<file path="config.mk">
export PLATFORM = sky130hd
export DESIGN_NAME = aud_irq_status
export DESIGN_NICKNAME = d
export VERILOG_FILES = /design/src/rtl/aud_irq_pkg.sv /design/src/rtl/aud_pend_cell.sv /design/src/rtl/aud_run_gate.sv /design/src/rtl/aud_irq_status.sv
export SDC_FILE = /design/constraint.sdc
export NUM_CORES = 1
export LEC_CHECK = 0
export BUFFER_PORTS_ARGS = -buffer_cell sky130_fd_sc_hd__buf_2
export CAP_MARGIN = 25
export CORE_ASPECT_RATIO = 0.8
export CORE_MARGIN = 3
export CORE_UTILIZATION = 19
export DETAILED_ROUTE_END_ITERATION = 12
export HOLD_SLACK_MARGIN = 0.12
export PLACE_DENSITY_LB_ADDON = 0.12
export SYNTH_ARGS = -nofsm -noshare
export SYNTH_HDL_FRONTEND = slang
export SYNTH_SLANG_ARGS = --single-unit
</file>
<file path="constraint.sdc">
create_clock -name clk_i -period 1.3 [get_ports clk_i]
set_input_delay 0.26 -clock clk_i [delete_from_list [all_inputs] [get_ports clk_i]]
set_output_delay 0.26 -clock clk_i [all_outputs]
set_load 0.05 [all_outputs]
</file>
<file path="src/rtl/aud_irq_pkg.sv">
package aud_irq_pkg;
  localparam int CH_N       = 3;
  localparam int WORD_W     = 32;
  localparam int SUMMARY_IX = WORD_W - 1;
  localparam logic [WORD_W-1:0] VOICE_IDLE = 32'h0000_0060;

  // Channel index k follows the status bit order:
  // 0 = capture, 1 = second playback, 2 = first playback
  function automatic int ie_pos(input int k);
    case (k)
      0:       return 10;
      1:       return 9;
      default: return 8;
    endcase
  endfunction

  function automatic int en_pos(input int k);
    case (k)
      0:       return 4;
      1:       return 5;
      default: return 6;
    endcase
  endfunction

  function automatic bit has_pause(input int k);
    return (k != 0);
  endfunction

  function automatic int pause_pos(input int k);
    case (k)
      1:       return 12;
      2:       return 11;
      default: return 0;
    endcase
  endfunction
endpackage

</file>
<file path="src/rtl/aud_pend_cell.sv">
module aud_pend_cell #(
  parameter int W      = 32,
  parameter int IE_BIT = 8
) (
  input  logic         clk_i,
  input  logic         rst_i,
  input  logic [W-1:0] sctl_cur_i,
  input  logic         sctl_wr_i,
  input  logic [W-1:0] sctl_wdata_i,
  input  logic         tc_i,
  output logic         pend_q,
  output logic         pend_nxt
);
  logic ie_now, clr_hit, set_hit;

  assign ie_now  = sctl_cur_i[IE_BIT];
  assign clr_hit = sctl_wr_i & ie_now & ~sctl_wdata_i[IE_BIT];
  assign set_hit = tc_i & ie_now;

  always_comb begin
    pend_nxt = pend_q;
    if (clr_hit)      pend_nxt = 1'b0;
    else if (set_hit) pend_nxt = 1'b1;
  end

  always_ff @(posedge clk_i) begin
    if (rst_i) pend_q <= 1'b0;
    else       pend_q <= pend_nxt;
  end

  AST_CLEAR_BEATS_SET: assert property (@(posedge clk_i) disable iff (rst_i)
    (sctl_wr_i && sctl_cur_i[IE_BIT] && !sctl_wdata_i[IE_BIT]) |=> !pend_q);
  AST_SET_WHEN_ENABLED: assert property (@(posedge clk_i) disable iff (rst_i)
    (tc_i && sctl_cur_i[IE_BIT] && !(sctl_wr_i && !sctl_wdata_i[IE_BIT])) |=> pend_q);
  AST_NO_SET_DISABLED: assert property (@(posedge clk_i) disable iff (rst_i)
    (!pend_q && !sctl_cur_i[IE_BIT]) |=> !pend_q);
  AST_HOLD_NO_STROBE: assert property (@(posedge clk_i) disable iff (rst_i)
    (pend_q && !sctl_wr_i) |=> pend_q);
endmodule

</file>
<file path="src/rtl/aud_run_gate.sv">
module aud_run_gate
  import aud_irq_pkg::*;
#(
  parameter int W = WORD_W,
  parameter int N = CH_N
) (
  input  logic         clk_i,
  input  logic         rst_i,
  input  logic [W-1:0] ctl_i,
  input  logic [W-1:0] sctl_i,
  output logic [N-1:0] run_q
);
  logic [N-1:0] want;

  for (genvar k = 0; k < N; k++) begin : g_ch
    if (has_pause(k)) begin : g_pause
      assign want[k] = ctl_i[en_pos(k)] & ~sctl_i[pause_pos(k)];
    end else begin : g_nopause
      assign want[k] = ctl_i[en_pos(k)];
    end
  end

  always_ff @(posedge clk_i) begin
    if (rst_i) run_q <= '0;
    else       run_q <= want;
  end

  AST_RUN_FOLLOWS: assert property (@(posedge clk_i) disable iff (rst_i)
    1'b1 |=> (run_q == $past(want)));
  AST_RUN_NEEDS_CTL: assert property (@(posedge clk_i) disable iff (rst_i)
    !ctl_i[en_pos(0)] |=> !run_q[0]);
endmodule

</file>
<file path="src/rtl/aud_irq_status.sv">
module aud_irq_status
  import aud_irq_pkg::*;
(
  input  logic              clk_i,
  input  logic              rst_i,
  input  logic [WORD_W-1:0] ctl_i,
  input  logic [WORD_W-1:0] sctl_cur_i,
  input  logic              sctl_wr_i,
  input  logic [WORD_W-1:0] sctl_wdata_i,
  input  logic [CH_N-1:0]   tc_pulse_i,
  output logic [WORD_W-1:0] status_o,
  output logic              irq_o,
  output logic [CH_N-1:0]   run_o
);
  logic [CH_N-1:0] pend_q, pend_nxt;
  logic            irq_q;

  for (genvar k = 0; k < CH_N; k++) begin : g_pend
    aud_pend_cell #(.W(WORD_W), .IE_BIT(ie_pos(k))) u_cell (
      .clk_i       (clk_i),
      .rst_i       (rst_i),
      .sctl_cur_i  (sctl_cur_i),
      .sctl_wr_i   (sctl_wr_i),
      .sctl_wdata_i(sctl_wdata_i),
      .tc_i        (tc_pulse_i[k]),
      .pend_q      (pend_q[k]),
      .pend_nxt    (pend_nxt[k])
    );
  end

  always_ff @(posedge clk_i) begin
    if (rst_i) irq_q <= 1'b0;
    else       irq_q <= |pend_nxt;
  end

  aud_run_gate #(.W(WORD_W), .N(CH_N)) u_run (
    .clk_i (clk_i),
    .rst_i (rst_i),
    .ctl_i (ctl_i),
    .sctl_i(sctl_cur_i),
    .run_q (run_o)
  );

  always_comb begin
    status_o = VOICE_IDLE;
    status_o[CH_N-1:0] = pend_q;
    status_o[SUMMARY_IX] = irq_q;
  end
  assign irq_o = irq_q;

  AST_IRQ_IS_OR: assert property (@(posedge clk_i) disable iff (rst_i)
    irq_o == (|status_o[CH_N-1:0]));
  AST_VOICE_FIELD: assert property (@(posedge clk_i)
    status_o[6:5] == 2'b11);
  AST_RESET_CLEAN: assert property (@(posedge clk_i)
    rst_i |=> (status_o[CH_N-1:0] == '0));
endmodule

</file>
==> impl_results.md <==
* Status: completed
* HPWL after detailed placement at 793 um
* Setup bufs post-CTS at 0
* Number of global-route vias before repair at 256
* Row Count at 15
* Worst-case hold slack at 0.170 ns
* Clock skew at 0.00359 ns
* Maximum vdd drop at 0.000243 V
* Area occupied by multi-input gates at 174 um2
* Final wirelength at 924 um
* Layout area overhead at 7.49%
* Largest net degree at the start of global routing at 7
* First drt pass iteration count at 4
* Ratio of cells with drive above 1 in the final layout at 0.355
* DR DRC count at 0
* # setup viols final at 0
* Mapped Area at 468 um2
* Final period util at 0.857
* Fin cells at 101
* Initial antenna violation count at 0
* Post-CTS resize count at 0
* CP required at 1.04 ns
* Pleak at 0.297 nW
* Routed Antenna Nets at 0
* N_diodes at 0
* Worst-Skew Late Latency at 0.25 ns
* Hold path startpoint: sctl_cur_i[12]
* Number of I/O pins at 138
* Crit Path Max Fanout at 2
* Slack of the critical path at 0.185 ns
* Crit path cell chain: buf_2
* Fmax at 0.897 GHz
* Total of fill cells in the finished design at 259
* Met2 wire length at 470 um
* Reg2reg end: irq_o
* Top Metal Used: met3
* Max Root-Sink Buffers at 2
* Initial Util at 0.208
* Hold Path Class: primary input to flop
* FF+latch area at 140 um2
* Vias at 334
* Min Tclk post-route at 1.11 ns
* Gr ovfl total at 0
* FF-to-FF Start: g_pend[0].u_cell.pend_q
* Routed wire length per instance at 9.15 um
* Hold Vio Cnt, Final at 0
* CP bufs+invs at 1
* TNS Setup at 0 ns
* Placed inst area at 477 um2
* Die height at 50.4 um
* Nets at 179
* Worst Hold End: u_run.run_q[1]
* Core Region at 2250 um2
* Synth warnings at 0
* Post-CTS Hold Buffers at 0
* Setup crit end kind: primary output
* H-Tree Depth at 1
* DRT iter0 DRCs at 7
* Fin area at 503 um2
* Pre-CTS WS at 0.232 ns
* Synth Instances at 54
* Crit path arrival time at 0.85 ns
* FF-to-FF setup slack at 0.33 ns
* DR WL met3 at 161 um
* Largest stage delay, worst path at 0.34 ns
* Syn avg cell area at 8.67 um2
* Vias/cell at 3.31
* Tot GR Track Use at 0.0539
* Final Max Tran Viols at 0
* CTS Sinks at 7
* Placed Cells at 97
* GPL Wtd Cong at 0.682
* FF+latch count, synth at 7
* RSZ-0062 raised after global routing: no
* Post-Route M1 WL at 292 um
* Cells on worst reg2reg path at 3
* First-pass GRT wire length at 1.13 mm
* CTS buffer count at 3
* Hold path depth at 2
* Post-synth cell types at 9
* Die X at 61.5 um
* DIE AREA at 3100 um2
* TritonCTS clock tree: yes
* P per Cell Area at 1470 nW/um2
* Top delay family on crit path: flip-flops
* CTS root buffer: clkbuf_4
* Max-cap violation count at 0
* CP max stage cell: dfxtp_1
* Clk slew on worst S/H paths at 0.05 ns
* Sequential-to-total area share from yosys stat at 0.299
* Crit path launch type: flop
* PortBufs at 24
* Worst Setup Path Type: flop to primary output
layout make-up:
type,instances,area share
Multi-Input combinational cell,38,0.346
Timing Repair Buffer,24,0.239
Sequential cell,7,0.279
Inverter,3,0.0224
Tap cell,25,0.0622
Clock buffer,4,0.0522
placed cells by master (no fill, tap or decap):
cell / count
clkbuf_4: 3
dfxtp_1: 7
nor3b_1: 2
a311oi_1: 3
buf_2: 24
nor2b_1: 1
conb_1: 28
or3_1: 1
inv_1: 3
a21oi_1: 3
clkbuf_1: 1
cell families (layout without fill, tap and decap cells):
group                  Yosys count  count (layout)  synth area share
buffers and inverters           35              31             0.537
DFF                              7               7             0.299
AOI/OAI and AO/OA                6               6            0.0882
and+or+nand+nor                  4               4            0.0588
other                            2              28            0.0160
metal layers:
metal  vias to the layer above  global-route usage
li1                        157                   -
met5                         -                   0
met4                         0              0.0106
met2                        31              0.0993
met1                       146              0.0460
met3                         0              0.0386
synth_stat cells:
master | instances | area [um2]
nor2b_1 | 1 | 6.26
inv_1 | 3 | 11.3
or3_1 | 1 | 6.26
a21oi_1 | 3 | 15.0
conb_1 | 2 | 7.51
buf_4 | 32 | 240
dfxtp_1 | 7 | 140
a311oi_1 | 3 | 26.3
nor3b_1 | 2 | 15.0
worst max path at each step:
stage,cells past startpoint,startpoint,slack [ns],to
after floorplan,1,irq_o,0.15,status_o[31]
after global placement,4,sctl_cur_i[10],0.23,irq_o
after detailed placement,4,sctl_cur_i[10],0.23,irq_o
after CTS,1,irq_o,0.15,status_o[31]
after global routing,1,irq_o,0.12,irq_o
final,1,irq_o,0.19,irq_o
where the power goes:
part / internal, W / switching [W]
combinational: 0.0000390 / 0.000268
clock: 0.000117 / 0.0000769
sequential: 0.000230 / 0.00000634
through the flow:
stage / power [W] / util
global route: 0.000779 / 0.223
floorplan: 0.000577 / -
global placement: 0.000548 / 0.212
finish: 0.000737 / 0.223
detailed placement: 0.000547 / 0.212
CTS: 0.000752 / 0.223
sequential cells by signal (all words and copies together) (netlist names):
name,count
u_run.run_q,3
g_pend.u_cell.pend_q,3
irq_o,1
Note: power is estimated with default switching activity, not from simulation.
